--- src/rtl/sdram_burst_colgen.sv ---
module sdram_burst_colgen #(
  parameter int COL_W = 9
) (
  input  logic             clk,
  input  logic             rst_n,
  input  logic             start_i,
  input  logic [COL_W-1:0] col_i,
  input  logic [2:0]       blen_i,
  input  logic             ilv_i,
  input  logic             stop_i,
  output logic [COL_W-1:0] col_o,
  output logic             valid_o,
  output logic             last_o
);
  localparam logic [2:0] CODE_FULL = 3'd7;

  logic             active_q, full_q, ilv_q;
  logic [COL_W-1:0] base_q, mask_q, cnt_q, mask_d, low;

  always_comb begin
    case (blen_i)
      3'd1:      mask_d = COL_W'(1);
      3'd2:      mask_d = COL_W'(3);
      3'd3:      mask_d = COL_W'(7);
      CODE_FULL: mask_d = '1;
      default:   mask_d = '0;
    endcase
  end

  always_ff @(posedge clk or negedge rst_n) begin
    if (!rst_n) begin
      active_q <= 1'b0;
      full_q   <= 1'b0;
      ilv_q    <= 1'b0;
      base_q   <= '0;
      mask_q   <= '0;
      cnt_q    <= '0;
    end else if (start_i) begin
      active_q <= 1'b1;
      full_q   <= (blen_i == CODE_FULL);
      ilv_q    <= ilv_i && (blen_i != CODE_FULL);
      base_q   <= col_i;
      mask_q   <= mask_d;
      cnt_q    <= '0;
    end else if (active_q) begin
      if (stop_i || last_o) active_q <= 1'b0;
      else                  cnt_q    <= cnt_q + 1'b1;
    end
  end

  assign low     = ilv_q ? (base_q ^ cnt_q) : (base_q + cnt_q);
  assign col_o   = (base_q & ~mask_q) | (low & mask_q);
  assign valid_o = active_q;
  assign last_o  = active_q && !full_q && (cnt_q == mask_q);
endmodule

--- config.mk ---
export PLATFORM = sky130hd
export DESIGN_NAME = sdram_burst_colgen
export DESIGN_NICKNAME = d
export VERILOG_FILES = /design/src/rtl/sdram_burst_colgen.sv
export SDC_FILE = /design/constraint.sdc
export NUM_CORES = 1
export LEC_CHECK = 0
export CAP_MARGIN = 10
export CORE_MARGIN = 5
export CORE_UTILIZATION = 52
export DETAILED_ROUTE_END_ITERATION = 6
export HOLD_SLACK_MARGIN = 0.12
export PLACE_DENSITY = 0.79
export SLEW_MARGIN = 0
export SYNTH_ARGS = -nofsm -noshare
export SYNTH_HDL_FRONTEND = slang
export SYNTH_SLANG_ARGS = --single-unit
export TNS_END_PERCENT = 1
--- constraint.sdc ---
create_clock -name clk -period 2.8 [get_ports clk]
set_input_delay 0.84 -clock clk [delete_from_list [all_inputs] [get_ports clk]]
set_output_delay 0.84 -clock clk [all_outputs]
set_load 0.005 [all_outputs]
==> impl_metrics.env <==
export IMPL_status="complete, but fails checks"
export IMPL_violations="setup timing"
export IMPL_power_share_clock=0.282
export IMPL_rr_worst_depth=6
export IMPL_reg2reg_slack_ps=1080
export IMPL_avgRoutedWirePerCell_um=17.3
export IMPL_synthTopCellsByArea="dfrtp_1 (39%), ha_1 (7.3%), mux2_2 (7.3%), xor2_1 (6.2%), o21ai_0 (4.2%)"
export IMPL_critPathMaxFanout=3
export IMPL_ant_nets=0
export IMPL_io_buffers=27
export IMPL_clk_latency_ps=340
export IMPL_p_int_uw=674
export IMPL_drtIter0Drc=139
export IMPL_vias=1475
export IMPL_seqPwrFrac=0.418
export IMPL_track_usage=0.232
export IMPL_synth_seq_area_share=0.387
export IMPL_sw_frac_of_total=0.287
export IMPL_ir_worst_vdd_mv=0.348
export IMPL_hold_worst_slack_ps=575
export IMPL_cts_sinks=24
export IMPL_fin_skew_ps=11.3
export IMPL_synth_cell_type_count=35
export IMPL_p_comb_frac=0.300
export IMPL_fp_row_count=19
export IMPL_grt_pass1_vias=1616
export IMPL_layout_nets=250
export IMPL_cp_required_ps=1960
export IMPL_critPathArrivalTime_ps=2260
export IMPL_synth_area_um2=1550
export IMPL_grt_pass1_wl_mm=7.48
export IMPL_hold_viol=0
export IMPL_power_density_nw_per_um2=430
export IMPL_async_reset_ff_frac=1.00
export IMPL_overflow=0
export IMPL_core_um2=2810
export IMPL_synth_edff_count=0
export IMPL_gp_congestion=0.926
export IMPL_numCtsBuffers=3
export IMPL_cts_path_max_buffers=2
export IMPL_synth_common_cells="dfrtp_1 (24), nor2_1 (17), o21ai_0 (13)"
export IMPL_fin_crit_sh=1.11
export IMPL_synth_ff_type="dfrtp_1"
export IMPL_syn_area_per_cell_um2=9.47
export IMPL_dpl_cell_area_um2=2050
export IMPL_crit_type="reg -> out"
export IMPL_finalPower_uw=944
export IMPL_fillers=202
export IMPL_die_area_um2=4180
export IMPL_cts_root_buf="clkbuf_4"
export IMPL_syn_num_nets=191
export IMPL_period_needed_ps=3100
export IMPL_max_freq_ghz=0.322
export IMPL_min_path_cells=1
export IMPL_crit_chain="ha_2 > inv_2 > fa_2 > nor2b_4 > o31a_1 > o21a_1 > or3_1 > nand3_1 > buf_2"
export IMPL_cts_hold_buf=0
export IMPL_final_max_slew_viol_count=0
export IMPL_worst_setup_path_start_kind="register"
export IMPL_tns_ps=-1410
export IMPL_setup_violations=7
export IMPL_cts_max_level=1
export IMPL_drt_pass1_iterations=4
export IMPL_syn_to_final_growth_pct=41.5
export IMPL_hold_path_class="reg -> reg"
export IMPL_grt_max_degree=29
export IMPL_cts_tree="done"
export IMPL_ys_ff_latch=24
export IMPL_via_per_inst=5.83
export IMPL_synth_most_common_cell="dfrtp_1"
export IMPL_synth_top_area_share=0.387
export IMPL_dp_hpwl_mm=2.93
export IMPL_layout_setup_ws_ps=-304
export IMPL_die_x_um=64.6
export IMPL_antennaDiodeCount=0
export IMPL_worstMarginPinSlew_ps=368
export IMPL_netSwitchingPower_uw=271
export IMPL_final_area_um2=2200
export IMPL_cts_clk_slew_worst_paths_ps=150
export IMPL_drt_total_wl_mm=4.39
export IMPL_antenna_found_initial=0
export IMPL_drive_gt1_frac=0.297
export IMPL_crit_path_top_delay_cell="dfrtp_1"
export IMPL_leakage_nw=0.977
export IMPL_drc=0
export IMPL_pin_count=28
export IMPL_slew_headroom=0.755
export IMPL_synth_top_area_cell="dfrtp_1"
export IMPL_die_height_um=64.6
export IMPL_rsz0062_at_grt="yes"
export IMPL_ys_warn_count=0
export IMPL_maxCapViolCount=0
export IMPL_syn_inst=164
export IMPL_crit_path_end_kind="output pin"
export IMPL_post_route_util=0.783
export IMPL_initial_core_util=0.554
export IMPL_critPathMaxStageDelay_ps=410
==> critical path, delay by kind of cell (launching register included) <==
family	cells	cell delay, ps
AOI/OAI and AO/OA	2	500
adders and majority gates	2	410
buffers and inverters	2	160
DFF	1	410
and+or+nand+nor	3	440
==> worst paths after layout <==
kind,from,endpoint
min in group asynchronous,rst_n,base_q[1]$_DFFE_PN0P_
max in group asynchronous,rst_n,base_q[5]$_DFFE_PN0P_
min,base_q[8]$_DFFE_PN0P_,base_q[8]$_DFFE_PN0P_
min reg2reg,base_q[8]$_DFFE_PN0P_,base_q[8]$_DFFE_PN0P_
max reg2reg,cnt_q[5]$_DFFE_PN0P_,cnt_q[3]$_DFFE_PN0P_
max,cnt_q[0]$_DFFE_PN0P_,col_o[6]
==> flip-flops by register name, summed over array words and instances (netlist names) <==
name / flops
base_q: 9
mask_q: 4
cnt_q: 9
ilv_q: 1
valid_o: 1
==> per-layer routing <==
layer  track usage  vias up  routed length [um]
li1              -      696                   -
met1         0.251      709                1630
met2         0.428       53                2350
met3        0.0328       17                 230
met4         0.140        0                 175
met5             0        -                   0
==> final cells by class <==
type,instances,area [um2],area share
sequential,24,601,0.273
clock inverter,1,30.0,0.0137
multi-input combinational,125,982,0.447
tap,31,38.8,0.0177
inverter,10,37.5,0.0171
timing repair buffer,59,485,0.221
clock buffer,3,22.5,0.0103
==> power by group through the flow <==
| stage | logic (mW) | clock network, mW | registers [mW] |
|---|---|---|---|
| 5_1_grt | 0.310 | 0.282 | 0.399 |
| 4_1_cts | 0.275 | 0.263 | 0.394 |
| 3_5_place_dp | 0.264 | 0 | 0.400 |
| 3_3_place_gp | 0.254 | 0 | 0.398 |
| 6_report | 0.283 | 0.266 | 0.395 |
| 2_1_floorplan | 0.123 | 0 | 0.395 |
==> layout by cell type (no fill, tap or decap), types with 8 or more instances in the layout <==
| master | netlist | routed |
|---|---|---|
| xor2_1 | 11 | 11 |
| clkdlybuf4s50_1 | 0 | 19 |
| a21oi_1 | 9 | 8 |
| nand3_1 | 10 | 9 |
| mux2_2 | 10 | 10 |
| inv_1 | 10 | 9 |
| nor2_1 | 17 | 17 |
| buf_4 | 0 | 31 |
| dfrtp_1 | 24 | 24 |
| o21ai_0 | 13 | 8 |
==> through the flow <==
stage / worst slack, ps / std cells
after detailed placement: -361 / 245
after CTS: -317 / 252
after global routing: -422 / 253
final: -304 / 253
after floorplan: 174 / 164
after global placement: -318 / 245
==> timing repair <==
action	CTS	global route
resized for setup	36	7
endpoints found under the setup margin	9	9
setup buffers	3	1
pin swaps	15	5
==> cells by family after synthesis <==
| family | share of synthesized area |
|---|---|
| AOI/OAI and AO/OA | 0.138 |
| xor gates and xnor gates | 0.0959 |
| adders and majority gates | 0.0919 |
| buffers and inverters | 0.0379 |
| DFF | 0.387 |
| muxes | 0.0854 |
| and+or+nand+nor | 0.164 |
Note: power is estimated with default switching activity, not from simulation.
